## config.mk

```make
export PLATFORM = sky130hd
export DESIGN_NAME = rrmt_arbiter
export DESIGN_NICKNAME = d
export VERILOG_FILES = /design/src/rtl/rrmt_pkg.sv /design/src/rtl/rrmt_node.sv /design/src/rtl/rrmt_grant_decode.sv /design/src/rtl/rrmt_prio_state.sv /design/src/rtl/rrmt_arbiter.sv
export SDC_FILE = /design/constraint.sdc
export NUM_CORES = 1
export LEC_CHECK = 0
export BUFFER_PORTS_ARGS = -buffer_cell sky130_fd_sc_hd__clkbuf_2
export CAP_MARGIN = 20
export CORE_MARGIN = 3
export CORE_UTILIZATION = 30
export DETAILED_ROUTE_END_ITERATION = 6
export GPL_TIMING_DRIVEN = 0
export PLACE_DENSITY = 0.72
export SYNTH_ARGS = -nofsm -noshare
export SYNTH_HDL_FRONTEND = slang
export SYNTH_SLANG_ARGS = --single-unit
```

## constraint.sdc

```tcl
create_clock -name clk -period 16.5 [get_ports clk]
set_input_delay 3.3 -clock clk [delete_from_list [all_inputs] [get_ports clk]]
set_output_delay 3.3 -clock clk [all_outputs]
set_load 0.01 [all_outputs]
```

## src/rtl/rrmt_pkg.sv

```systemverilog
package rrmt_pkg;

    // Symbol carried through the comparator tree: {request, priority}
    typedef logic [1:0] rrmt_sym_t;

    // Symbol values of interest
    localparam rrmt_sym_t SYM_IDLE     = 2'b00;
    localparam rrmt_sym_t SYM_REQ_LOW  = 2'b10;

    // Build a leaf symbol from a request and a priority bit
    function automatic rrmt_sym_t make_sym(input logic r, input logic p);
        return {r, p};
    endfunction

endpackage

```

## src/rtl/rrmt_node.sv

```systemverilog
// One comparator node of the max tree. Right child holds the lower
// positions; on a tie the right child wins.
module rrmt_node
    import rrmt_pkg::*;
#(
    parameter int DW = 16,
    parameter int IW = 3
) (
    input  rrmt_sym_t         sym_r,
    input  rrmt_sym_t         sym_l,
    input  logic [IW-1:0]     idx_r,
    input  logic [IW-1:0]     idx_l,
    input  logic [DW-1:0]     dat_r,
    input  logic [DW-1:0]     dat_l,
    output rrmt_sym_t         sym_o,
    output logic              flag_o,
    output logic [IW-1:0]     idx_o,
    output logic [DW-1:0]     dat_o
);

    always_comb begin
        flag_o = (sym_l > sym_r);
        sym_o  = flag_o ? sym_l : sym_r;
        idx_o  = flag_o ? idx_l : idx_r;
        dat_o  = flag_o ? dat_l : dat_r;
    end

endmodule

```

## src/rtl/rrmt_grant_decode.sv

```systemverilog
// Walks the direction flags from the root down to form a one-hot grant.
// Node k has right child 2k and left child 2k+1; leaf N+i is position i.
module rrmt_grant_decode #(
    parameter int N = 8
) (
    input  logic         any_req,
    input  logic [N-1:1] flags,
    output logic [N-1:0] gnt
);

    logic [2*N-1:1] path_en;

    always_comb begin
        path_en    = '0;
        path_en[1] = any_req;
        for (int k = 1; k < N; k++) begin
            path_en[2*k]   = path_en[k] & ~flags[k];
            path_en[2*k+1] = path_en[k] &  flags[k];
        end
        gnt = path_en[2*N-1:N];
    end

endmodule

```

## src/rtl/rrmt_prio_state.sv

```systemverilog
// Holds the thermometer priority mask: after a grant at position w, the
// mask is set for positions strictly above w.
module rrmt_prio_state #(
    parameter int N = 8
) (
    input  logic         clk,
    input  logic         rst_n,
    input  logic         upd_en,
    input  logic [N-1:0] gnt,
    output logic [N-1:0] prio_mask
);

    logic [N-1:0] mask_next;
    logic         load;

    always_comb begin
        logic seen;
        seen = 1'b0;
        for (int i = 0; i < N; i++) begin
            mask_next[i] = seen;
            seen         = seen | gnt[i];
        end
        load = upd_en & (|gnt);
    end

    always_ff @(posedge clk or negedge rst_n) begin
        if (!rst_n) begin
            prio_mask <= '0;
        end else if (load) begin
            prio_mask <= mask_next;
        end
    end

endmodule

```

## src/rtl/rrmt_arbiter.sv

```systemverilog
module rrmt_arbiter
    import rrmt_pkg::*;
#(
    parameter int N  = 8,
    parameter int DW = 16
) (
    input  logic                     clk,
    input  logic                     rst_n,
    input  logic [N-1:0]             req,
    input  logic [N*DW-1:0]          data_in,
    input  logic                     upd_en,
    output logic [N-1:0]             gnt_oh,
    output logic [$clog2(N)-1:0]     gnt_idx,
    output logic [DW-1:0]            data_out
);

    localparam int IW     = $clog2(N);
    localparam int NODES  = 2 * N;

    rrmt_sym_t     sym  [1:NODES-1];
    logic [IW-1:0] idx  [1:NODES-1];
    logic [DW-1:0] dat  [1:NODES-1];
    logic [N-1:1]  flags;
    logic [N-1:0]  prio_mask;
    logic          any_req;

    // Leaves
    for (genvar i = 0; i < N; i++) begin : g_leaf
        assign sym[N+i] = make_sym(req[i], prio_mask[i]);
        assign idx[N+i] = IW'(i);
        assign dat[N+i] = data_in[i*DW +: DW];
    end

    // Comparator nodes
    for (genvar k = 1; k < N; k++) begin : g_node
        rrmt_node #(.DW(DW), .IW(IW)) u_node (
            .sym_r  (sym[2*k]),
            .sym_l  (sym[2*k+1]),
            .idx_r  (idx[2*k]),
            .idx_l  (idx[2*k+1]),
            .dat_r  (dat[2*k]),
            .dat_l  (dat[2*k+1]),
            .sym_o  (sym[k]),
            .flag_o (flags[k]),
            .idx_o  (idx[k]),
            .dat_o  (dat[k])
        );
    end

    assign any_req = (sym[1] >= SYM_REQ_LOW);

    rrmt_grant_decode #(.N(N)) u_decode (
        .any_req (any_req),
        .flags   (flags),
        .gnt     (gnt_oh)
    );

    rrmt_prio_state #(.N(N)) u_prio (
        .clk       (clk),
        .rst_n     (rst_n),
        .upd_en    (upd_en),
        .gnt       (gnt_oh),
        .prio_mask (prio_mask)
    );

    assign gnt_idx  = any_req ? idx[1] : '0;
    assign data_out = any_req ? dat[1] : '0;

endmodule

```

; ---- Word-level counts from Yosys, hierarchy flattened
; Index checks and enable logic that the tools add are counted.
; W data, S select, Z words.
[totals]
regBits = 7
in_bits = 139
latch_bits = 0
elab_cells = 61
out_inout_bits = 27
mem_bits_rw = 0
romBits = 0
n_memories = 0
[op_classes]
shift = 0
mux = 23
div_mod_pow = 0
magnitude_cmp = 8
n_bitwise = 28
n_eq_ne = 0
reduce_logical = 1
add_sub_neg = 0
mul = 0
[op_table]
columns = cell, n
row1 = $mux W16, 8
row2 = $and A1 B1 Y1, 15
row3 = $gt A2 B2 Y1, 7
row4 = $mux W2, 7
row5 = $mux W3, 4
row6 = $reduce_or A8 Y1, 1
row7 = $not A1 Y1, 7
row8 = $or A1 B1 Y1, 6
row9 = $mux W1, 4
row10 = $ge A2 B2 Y1 const B, 1

; ---- Depth between registers and ports, before layout
; Gate-level depths: netlist (run 1).
[depth]
ltp_word = 16
depth_mapped = 20

; ---- Modules after synthesis
; Synthesis (run 1) repeated with hierarchy kept, for this count alone.
[hier_totals]
hier_cells = 293
hier_area_um2 = 3375.7
[modules_own_cells]
columns = module, cells_per_inst, area_each_um2, n_inst
row1 = rrmt_node, 33, 394.1, 7
row2 = rrmt_prio_state, 30, 334.1, 1
row3 = rrmt_arbiter, 24, 187.7, 1
row4 = rrmt_grant_decode, 8, 95.1, 1

; ---- Worst setup path after synthesis (run 1)
; No wires, ideal clock.
[synth_timing]
path_type = input port to output port
startpoint = input port req[0]
endpoint = output port gnt_oh[2]
path_slack_ns = 6.504
path_stages = 19
t_arrival_ns = 6.696
cell_sequence = inv_1 -> ha_1 -> mux2_4 -> buf_8 -> a21oi_1 -> ha_1 -> nand2b_4 -> buf_6 -> and2_4 -> buf_6 -> buf_6 -> nor2_1 -> a21oi_1 -> ha_1 -> and2b_1 -> o21ai_1 -> buf_4 -> buf_4 -> nor3b_1
[synth_via]
elab_chain_cells = 10
[synth_lines]
columns = element, line_no
row1 = from (decl), rrmt_arbiter.sv:9  ; input logic [N-1:0] req,
row2 = $gt A2 B2 Y1, rrmt_node.sv:22  ; flag_o = (sym_l > sym_r);
row3 = $mux W2 *, rrmt_node.sv:23  ; sym_o = flag_o ? sym_l : sym_r;
row4 = $gt A2 B2 Y1, rrmt_node.sv:22
row5 = $mux W2, rrmt_node.sv:23
row6 = $gt A2 B2 Y1, rrmt_node.sv:22
row7 = $mux W2, rrmt_node.sv:23
row8 = $ge A2 B2 Y1, rrmt_arbiter.sv:50  ; assign any_req = (sym[1] >= SYM_REQ_LOW);
row9 = $and A1 B1 Y1, rrmt_grant_decode.sv:17  ; path_en[2*k] = path_en[k] & ~flags[k];
row10 = $and A1 B1 Y1 *, rrmt_grant_decode.sv:18  ; path_en[2*k+1] = path_en[k] & flags[k];
row11 = $and A1 B1 Y1 *, rrmt_grant_decode.sv:17
row12 = to (decl), rrmt_arbiter.sv:12  ; output logic [N-1:0] gnt_oh,
; Every way passes the cells marked *; elsewhere a longest branch is shown, timed or not.

; ---- Final worst setup path (run 1)
[layout_timing]
startpoint = input port req[0]
endpoint = output port data_out[6]
[layout_via]
elab_chain_cells = 8
[layout_lines]
columns = element, line_no
row1 = $gt A2 B2 Y1, rrmt_node.sv:22
row2 = $mux W2, rrmt_node.sv:23
row3 = $gt A2 B2 Y1, rrmt_node.sv:22
row4 = $mux W2, rrmt_node.sv:23
row5 = $gt A2 B2 Y1, rrmt_node.sv:22
row6 = $mux W2, rrmt_node.sv:23
row7 = $ge A2 B2 Y1, rrmt_arbiter.sv:50
row8 = $mux W16 *, rrmt_arbiter.sv:67  ; assign data_out = any_req ? dat[1] : '0;
row9 = to (decl), rrmt_arbiter.sv:14  ; output logic [DW-1:0] data_out
; Marked as above.

==> results of run 1 <==
## metal layers
layer  vias up  track usage, %  wire length (um)  part of all wire (%)
met2       153            37.0              4900                    49
met3        10            2.05               749                   7.5
met4         0            3.49                82                  0.82
li1       1523               -                 -                     -
met1      1472            27.1              4210                    42
met5         -               0                 0                     0
## cell type report
cell class | instances | area [sq um] | area share, %
buffer | 25 | 170 | 5.03
clock buffer | 4 | 45.0 | 1.33
inverter | 21 | 78.8 | 2.33
multi-input combinational | 256 | 1970 | 58.1
sequential | 7 | 175 | 5.18
tap | 99 | 124 | 3.66
timing repair buffer | 165 | 826 | 24.4
## per-stage QoR
step / cell area, sq um / utilization [%] / cells / worst slack, ns
6_report: 3380 / 45.2 / 577 / 5.56
5_1_grt: 3380 / 45.2 / 577 / 5.38
4_1_cts: 3380 / 45.2 / 577 / 5.60
3_5_place_dp: 3340 / 44.6 / 573 / 5.61
3_3_place_gp: 3340 / 44.6 / 573 / 5.74
2_1_floorplan: 2390 / - / 309 / 6.50
## worst paths after layout
kind	startpoint	to	slack, ns	cells past startpoint
min reg2reg	u_prio.prio_mask[4]	u_prio.prio_mask[4]	0.53	2
max reg2reg	u_prio.prio_mask[2]	u_prio.prio_mask[1]	12.29	18
min	u_prio.prio_mask[4]	u_prio.prio_mask[4]	0.53	2
min in group asynchronous	rst_n	u_prio.prio_mask[7]	2.91	1
max	req[0]	data_out[6]	5.56	20
max in group asynchronous	rst_n	u_prio.prio_mask[1]	13.42	1
## report_power, final
| group | internal, W | switching, W | total (W) |
|---|---|---|---|
| registers | 0.0000251 | 0.00000625 | 0.0000313 |
| logic | 0.000288 | 0.000394 | 0.000682 |
| clock network | 0.0000168 | 0.00000813 | 0.0000249 |
## tightest hold or removal path: cells and delay by family (launching register included)
family | cells | cell delay, ns
flops | 1 | 0.37
simple gates | 2 | 0.12
## cells in the final DEF, fill, tap and decap left out, types with 4 or more instances in the layout
cell type  count
clkbuf_2     166
nand2_1       29
inv_1         21
mux2i_1       21
ha_1          19
o21ai_1       18
nand3_1       16
a22oi_1       15
and3_1        15
o21ai_0       15
a32o_1        14
a21boi_0      14
a21oi_1        9
o221ai_2       8
o221ai_1       8
buf_4          7
clkbuf_1       7
dfrtp_1        7
buf_2          6
nor2_1         6
nand2b_1       5
buf_6          4
nor3b_1        4
## kinds of logic after synthesis
kind of cell,after synthesis,share of synthesized area [%]
AOI/OAI and AO/OA,122,40.6
adders and majority gates,19,9.95
buffers and inverters,46,10.4
DFF,7,7.33
muxes,25,11.3
and+or+nand+nor,90,20.4
==> flow_metrics.py, run 1 <==
metrics = {
    "status": {
        "outcome": "finished clean",
    },
    "logic_synthesis": {
        "synth_area_leaders": "ha_1, mux2i_1, dfrtp_1",
        "synth_common_cells": "nand2_1, inv_1, mux2i_1",
        "ys_types": 52,
        "synth_cells": 309,
        "synthDominantCellAreaShare_pct": 9.95,
        "ys_seq_area_share_pct": 7.33,
        "ys.flop_type": "dfrtp_1",
        "synthArstFlopShare_pct": 100,
        "syn_area_sq_um": 2390,
        "yosys_warnings": 0,
        "syn_avg_cell_area_sq_um": 7.73,
        "synth-seq-cells": 7,
        "synth_top_area_cell": "ha_1",
        "synth_nets": 467,
        "yosysMostFrequentCell": "nand2_1",
        "synth-edff-count": 0,
    },
    "finish": {
        "area_growth_pct": 41.6,
        "drive_above_1_share_pct": 44.6,
        "largest_reg_flops": 7,
        "largest_register": "u_prio.prio_mask",
        "final_nets": 637,
        "fillers": 796,
        "antenna_cells": 0,
        "reg_top3": "u_prio.prio_mask x7",
    },
    "pwr": {
        "design_power_total_w": 0.000738,
        "total_leakage_power_nw": 1.82,
        "peakVddDrop_mv": 0.147,
        "power_density_nw_per_um2": 218,
    },
    "sta": {
        "hold_slack_ns": 0.529,
        "finalClockSkew_ns": 0.000742,
        "finalHoldViolations": 0,
        "tightest_slew_ns": 0.546,
        "tns_ns": 0,
        "period_share_pct": 66.3,
        "setup_violations": 0,
        "slew_headroom_pct": 63.5,
        "period_needed_ns": 10.94,
        "fmax_mhz": 91.4,
        "slew_violations": 0,
        "rsz0062_at_grt": "no",
    },
    "floorplanning": {
        "fp.dieW_um": 95.3,
        "coreArea_sq_um": 7490,
        "ios": 166,
        "die_area_sq_um": 9070,
        "die_y_um": 95.3,
        "start_util_pct": 31.9,
        "fp-row-count": 31,
    },
    "clock_network": {
        "root_buffer": "clkbuf_8",
        "holdBufCountCts": 0,
        "cts_resized": 0,
        "cts_tree": "yes",
        "cts_buffers": 3,
        "cts_max_path_buffers": 2,
        "cts_max_level": 1,
        "clkSlewWorstSetupHoldPaths_ns": 0.04,
        "clk_latency_ns": 0.23,
        "numClockSinks": 7,
        "post_cts_buffers": 0,
    },
    "setup_path": {
        "critPathArrivalTime_ns": 7.64,
        "crit_family": "compound AO/OA/AOI/OAI gates",
        "startpoint_type": "input pin",
        "endpoint_kind": "output port",
        "cp.required_ns": 13.20,
        "max_stage_delay_ns": 0.49,
        "critPathKind": "in2out",
        "crit_slowest_cell": "a2111oi_4",
        "worstPathMaxFanout": 10,
        "crit_buf_inv": 7,
        "path_cells": "clkbuf_2 -> inv_1 -> ha_1 -> mux2_4 -> buf_8 -> a21oi_1 -> ha_1 -> o21bai_2 -> and2_4 -> buf_6 -> buf_6 -> nor2_1 -> a21oi_1 -> ha_1 -> and2b_1 -> a2111oi_4 -> buf_4 -> o21ai_1 -> o221ai_1 -> clkbuf_2",
        "cp_common_cell": "ha_1",
    },
    "global_route": {
        "grt_util_all_layers_pct": 20.7,
        "grt_pass1_wl_um": 14900,
        "grt-ovfl-total": 0,
        "grt_max_degree": 11,
        "first_global_vias": 3093,
        "antenna_found_initial": 0,
    },
    "drt": {
        "wl_per_cell_um": 17.2,
        "drt_first_pass_iters": 5,
        "vias_per_cell": 5.47,
        "num_vias": 3158,
        "drc": 0,
        "ant_nets": 0,
        "initialDrtViolationCount": 147,
        "routed_wl_um": 9940,
    },
    "min_path": {
        "hold_path.class": "reg2reg",
    },
    "placement": {
        "place_congestion": 0.889,
        "port_buffers": 165,
        "dp_hpwl_um": 8290,
    },
    "flow_run": {
        "drv_cap": 0,
    },
}
No activity file was read; power rests on OpenSTA's default activity.
==> run 2: changes to the inputs <==
Settings changed: ABC_AREA set to 1, PLACE_DENSITY 0.72 to 0.76.
Clock period 16.5 ns to 8.9 ns, I/O delays scaled along.
==> run 2 against run 1 <==
Core utilization rose by 1.0 points. Sequential power rose by 82%. Combinational power rose by 77%. Non-clock buffer count fell by 2. Critical path type unchanged. Critical endpoint is now data_out[8]. Final cell count rose by 16%.
==> flow_metrics.py, run 2 <==
metrics = {
    "placement": {
        "place_inst": 667,
        "port_buffers": 165,
        "dpl_cell_area_sq_um": 3200,
        "dp_hpwl_um": 7990,
        "place_ws_ns": 1.91,
        "place_congestion": 0.857,
    },
    "min_path": {
        "worstHoldEndpoint": "u_prio.prio_mask[5]",
        "hold_start": "u_prio.prio_mask[5]",
        "min_path_cells": 2,
        "hold_path.class": "reg2reg",
    },
    "global_route": {
        "first_global_vias": 3203,
        "grt_max_degree": 11,
        "grt-ovfl-total": 0,
        "antenna_found_initial": 0,
        "grt_util_all_layers_pct": 20.5,
        "grt_pass1_wl_um": 14500,
    },
    "drt": {
        "num_vias": 3313,
        "drc": 0,
        "drt_first_pass_iters": 7,
        "vias_per_cell": 4.94,
        "ant_nets": 0,
        "routed_wl_um": 9380,
        "wl_per_cell_um": 14.0,
        "initialDrtViolationCount": 108,
    },
    "clock_network": {
        "cts_resized": 0,
        "clk_latency_ns": 0.23,
        "cts_buffers": 3,
        "numClockSinks": 7,
        "root_buffer": "clkbuf_8",
        "cts_max_path_buffers": 2,
        "cts_tree": "yes",
        "holdBufCountCts": 0,
        "clkSlewWorstSetupHoldPaths_ns": 0.04,
        "post_cts_buffers": 0,
        "cts_max_level": 1,
    },
    "logic_synthesis": {
        "syn_avg_cell_area_sq_um": 5.55,
        "ys.flop_type": "dfrtp_1",
        "synth_area_leaders": "nand3_1, nand2_1, ha_1",
        "yosysMostFrequentCell": "nand3_1",
        "synthArstFlopShare_pct": 100,
        "synthDominantCellAreaShare_pct": 31.8,
        "synth_cells": 406,
        "ys_seq_area_share_pct": 7.77,
        "synth-seq-cells": 7,
        "yosys_warnings": 0,
        "synth_common_cells": "nand3_1, nand2_1, inv_1",
        "synth-edff-count": 0,
        "synth_nets": 564,
        "synth_top_area_cell": "nand3_1",
        "syn_area_sq_um": 2250,
        "ys_types": 27,
    },
    "finish": {
        "final_nets": 734,
        "antenna_cells": 0,
        "drive_above_1_share_pct": 37.4,
        "largest_reg_flops": 7,
        "final_common_cell": "clkbuf_2",
        "fin_util_pct": 46.2,
        "largest_register": "u_prio.prio_mask",
        "fin_area_sq_um": 3240,
        "reg_top3": "u_prio.prio_mask x7",
        "fin_cells": 671,
        "area_growth_pct": 44.0,
        "layout_common_cells": "clkbuf_2, nand3_1, nand2_1",
    },
    "floorplanning": {
        "die_area_sq_um": 8590,
        "die_y_um": 92.7,
        "fp.dieW_um": 92.7,
        "ios": 166,
        "fp-row-count": 30,
        "start_util_pct": 32.1,
        "coreArea_sq_um": 7020,
    },
    "setup_path": {
        "worstReg2RegStart": "u_prio.prio_mask[5]",
        "path_cells": "clkbuf_2 -> inv_1 -> ha_1 -> o21bai_4 -> nand2_2 -> buf_6 -> o21ai_1 -> ha_1 -> inv_1 -> nor2_1 -> a21oi_4 -> buf_4 -> nand2_1 -> o21ai_1 -> ha_1 -> nand2_1 -> nand3_2 -> inv_2 -> buf_4 -> nand3_1 -> nand2_1 -> clkbuf_2",
        "crit_buf_inv": 8,
        "startpoint_type": "input pin",
        "endpoint_kind": "output port",
        "max_stage_delay_ns": 0.34,
        "ff2ff_setup_slack_ns": 5.45,
        "worstPathMaxFanout": 10,
        "crit_slowest_cell": "ha_1",
        "critPathKind": "in2out",
        "reg2reg_depth": 20,
        "cp.required_ns": 7.12,
        "crit_family": "buffers and inverters",
        "critPathArrivalTime_ns": 5.25,
        "r2r-end": "u_prio.prio_mask[7]",
    },
    "sta": {
        "finalClockSkew_ns": 0.00133,
        "tightest_slew_ns": 0.448,
        "setup_violations": 0,
        "slew_headroom_pct": 70.1,
        "finalHoldViolations": 0,
        "rsz0062_at_grt": "no",
        "slew_violations": 0,
        "fmax_mhz": 142,
        "setup_slack_ns": 1.87,
        "period_needed_ns": 7.03,
        "period_share_pct": 79.0,
        "tns_ns": 0,
    },
    "pwr": {
        "power_density_nw_per_um2": 406,
        "peakVddDrop_mv": 0.200,
        "total_leakage_power_nw": 1.98,
    },
    "status": {
        "outcome": "finished clean",
    },
    "flow_run": {
        "drv_cap": 0,
    },
}
run 2: cell count changes after synthesis, moves of 15 or more:
cell     delta
nand3_1   +127
nand2_1    +91
mux2i_1    -21
and3_1     -15
inv_1      +15
o21ai_1    -15
run 2: per-stage QoR:
stage               total power [W]  hold WS, ns
floorplan                  0.000848        0.476
global placement            0.00125        0.512
finish                      0.00132        0.553
global route                0.00145        0.584
CTS                         0.00132        0.559
detailed placement          0.00127        0.542
run 2: layout make-up:
class	count	area, sq um
buffer	23	170
clock buffer	4	45.0
fill	780	3770
inverter	41	154
multi-input combinational	335	1750
sequential	7	175
tap	96	120
timing repair buffer	165	826
run 2: tightest hold or removal path, cell delays in order (launching register included):
cell and delay [ns]:
dfrtp_1 0.35, nor2_1 0.05, a21oi_1 0.11
run 2: worst max path at each step:
stage | start | to | slack [ns] | cells past startpoint
6_report | req[4] | data_out[8] | 1.87 | 22
5_1_grt | req[6] | data_out[6] | 1.56 | 23
4_1_cts | req[4] | data_out[7] | 1.89 | 22
3_5_place_dp | req[4] | data_out[8] | 1.91 | 22
3_3_place_gp | req[6] | data_out[8] | 2.00 | 23
2_1_floorplan | req[4] | data_out[10] | 2.59 | 21
run 2: logic make-up (layout without fill, tap and decap cells):
family / count (synthesis) / count (layout) / share of synthesized area (%)
AND/OR/NAND/NOR: 295 / 295 / 59.2
buffers and inverters: 64 / 233 / 14.4
AO/OA/AOI/OAI: 21 / 21 / 8.11
adder cells (fa/ha/maj): 19 / 19 / 10.5
flip-flops: 7 / 7 / 7.77
run 2: power breakdown:
part / switching (W) / internal [W] / leakage, nW / total, W
Sequential: 0.0000100 / 0.0000468 / 0.0814 / 0.0000569
Clock: 0.0000151 / 0.0000311 / 0.0228 / 0.0000462
Combinational: 0.000768 / 0.000445 / 1.88 / 0.00121
Total: 0.000793 / 0.000523 / 1.98 / 0.00132
run 2: metal layers:
| metal | vias up | share of wire (%) | global-route usage [%] |
|---|---|---|---|
| met5 | - | 0 | 0 |
| met3 | 16 | 7.7 | 2.44 |
| li1 | 1682 | - | - |
| met2 | 162 | 48 | 37.3 |
| met1 | 1453 | 42 | 25.4 |
| met4 | 0 | 1.6 | 5.49 |
==> run 3: changes to the inputs <==
Settings changed: PLACE_DENSITY 0.76 to 0.74.
Clock period 8.9 ns to 6.6 ns, I/O delays scaled along.
==> run 3 against run 2 <==
Cell area is the same. Clock skew rose by 0.0037 ns. Clock power is 34% higher. Largest cell class unchanged.
==> flow_metrics.py, run 3 (synthesis results as in run 2) <==
metrics = {
    "floorplanning": {
        "start_util_pct": 32.1,
        "fp.dieW_um": 92.7,
        "coreArea_sq_um": 7020,
        "fp-row-count": 30,
        "die_area_sq_um": 8590,
        "die_y_um": 92.7,
        "ios": 166,
    },
    "finish": {
        "area_growth_pct": 44.0,
        "reg_top3": "u_prio.prio_mask x7",
        "drive_above_1_share_pct": 37.4,
        "layout_common_cells": "clkbuf_2, nand3_1, nand2_1",
        "fin_util_pct": 46.2,
        "fillers": 803,
        "fin_cells": 671,
        "final_nets": 734,
        "antenna_cells": 0,
        "largest_register": "u_prio.prio_mask",
        "final_common_cell": "clkbuf_2",
        "largest_reg_flops": 7,
    },
    "placement": {
        "place_congestion": 0.870,
        "port_buffers": 165,
        "dp_hpwl_um": 8130,
        "place_inst": 667,
        "place_ws_ns": 0.501,
    },
    "pwr": {
        "peakVddDrop_mv": 0.272,
        "power_density_nw_per_um2": 546,
        "intPower_w": 0.000704,
        "power.share.clock_pct": 3.5,
        "total_leakage_power_nw": 1.98,
        "net-switching-power_w": 0.00107,
        "sw_frac_of_total_pct": 60.2,
        "share_comb_of_total_power_pct": 92.2,
        "seqPwrFrac_pct": 4.3,
    },
    "clock_network": {
        "cts_max_level": 1,
        "clk_latency_ns": 0.23,
        "cts_buffers": 3,
        "clkSlewWorstSetupHoldPaths_ns": 0.05,
        "holdBufCountCts": 0,
        "cts_max_path_buffers": 2,
        "root_buffer": "clkbuf_8",
        "cts_resized": 0,
        "post_cts_buffers": 0,
        "cts_tree": "yes",
        "numClockSinks": 7,
    },
    "drt": {
        "dr_wl_met3_um": 612,
        "initialDrtViolationCount": 115,
        "routed_wl_um": 9450,
        "vias_per_cell": 4.84,
        "num_vias": 3250,
        "met2_length_um": 4640,
        "drt_first_pass_iters": 5,
        "wl_per_cell_um": 14.1,
        "drc": 0,
        "ant_nets": 0,
        "highest_layer": "met4",
        "wl_met1_um": 4130,
    },
    "setup_path": {
        "critPathArrivalTime_ns": 4.79,
        "critPathKind": "in2out",
        "startpoint_type": "input pin",
        "worstReg2RegStart": "u_prio.prio_mask[7]",
        "worstPathMaxFanout": 10,
        "cp.required_ns": 5.28,
        "reg2reg_depth": 21,
        "r2r-end": "u_prio.prio_mask[7]",
        "endpoint_kind": "output port",
        "ff2ff_setup_slack_ns": 3.13,
    },
    "global_route": {
        "grt-ovfl-total": 0,
        "grt_max_degree": 11,
        "antenna_found_initial": 0,
        "grt_util_all_layers_pct": 20.9,
        "first_global_vias": 3178,
        "grt_pass1_wl_um": 14800,
    },
    "status": {
        "outcome": "finished clean",
    },
    "sta": {
        "finalClockSkew_ns": 0.00506,
        "period_needed_ns": 6.11,
        "period_share_pct": 92.5,
        "hold_slack_ns": 0.537,
        "finalHoldViolations": 0,
        "fmax_mhz": 164,
        "slew_headroom_pct": 67.7,
        "rsz0062_at_grt": "no",
        "tightest_slew_ns": 0.485,
        "setup_slack_ns": 0.494,
        "slew_violations": 0,
        "setup_violations": 0,
        "tns_ns": 0,
    },
    "min_path": {
        "worstHoldEndpoint": "u_prio.prio_mask[4]",
        "hold_path.class": "reg2reg",
        "min_path_cells": 2,
        "hold_start": "u_prio.prio_mask[4]",
    },
    "flow_run": {
        "drv_cap": 0,
    },
}
run 3: cell type report:
type                            count  area, sq um  area share (%)
Timing Repair Buffer              165          826            25.5
Multi-Input combinational cell    335         1750            54.1
Tap cell                           96          120            3.70
Clock buffer                        4         45.0            1.39
Buffer                             23          170            5.24
Inverter                           41          154            4.74
Sequential cell                     7          175            5.40
run 3: worst max-delay path: stages:
cell and delay [ns]:
clkbuf_2 0.08, inv_1 0.05, ha_1 0.34, o21bai_4 0.25
nand2_1 0.11, buf_6 0.16, nand2_1 0.07, o21ai_2 0.06
ha_1 0.27, inv_1 0.09, nor2_1 0.07, a21oi_4 0.26
buf_4 0.24, nand2_1 0.06, o21ai_1 0.10, ha_1 0.26
nand2_1 0.11, nand3_2 0.16, inv_2 0.19, buf_4 0.20
nand3_1 0.13, nand2_1 0.08, clkbuf_2 0.13
run 3: power groups by stage:
stage	Sequential, W	Combinational (W)	Clock [W]
finish	0.0000769	0.00163	0.0000619
global placement	0.0000753	0.00162	0
global route	0.0000792	0.00180	0.0000664
CTS	0.0000769	0.00164	0.0000616
detailed placement	0.0000770	0.00164	0
floorplan	0.0000726	0.00107	0
run 3: how the worst max path moves through the flow:
stage / start / end / slack (ns) / depth (start not counted)
6_report: req[6] / data_out[10] / 0.49 / 23
5_1_grt: req[4] / data_out[5] / 0.20 / 22
4_1_cts: req[6] / data_out[10] / 0.50 / 23
3_5_place_dp: req[4] / data_out[10] / 0.50 / 23
3_3_place_gp: req[6] / data_out[10] / 0.57 / 23
2_1_floorplan: req[4] / data_out[10] / 1.21 / 21
run 3: per-layer routing:
layer  track usage, %  vias to the layer above
li1                 -                     1687
met1             27.4                     1436
met2             37.9                      121
met3             1.46                        6
met4             3.66                        0
met5                0                        -
run 3: stage by stage:
step	area, sq um	power, W
global placement	3200	0.00170
finish	3240	0.00177
floorplan	2250	0.00114
CTS	3240	0.00178
detailed placement	3200	0.00171
global route	3240	0.00195
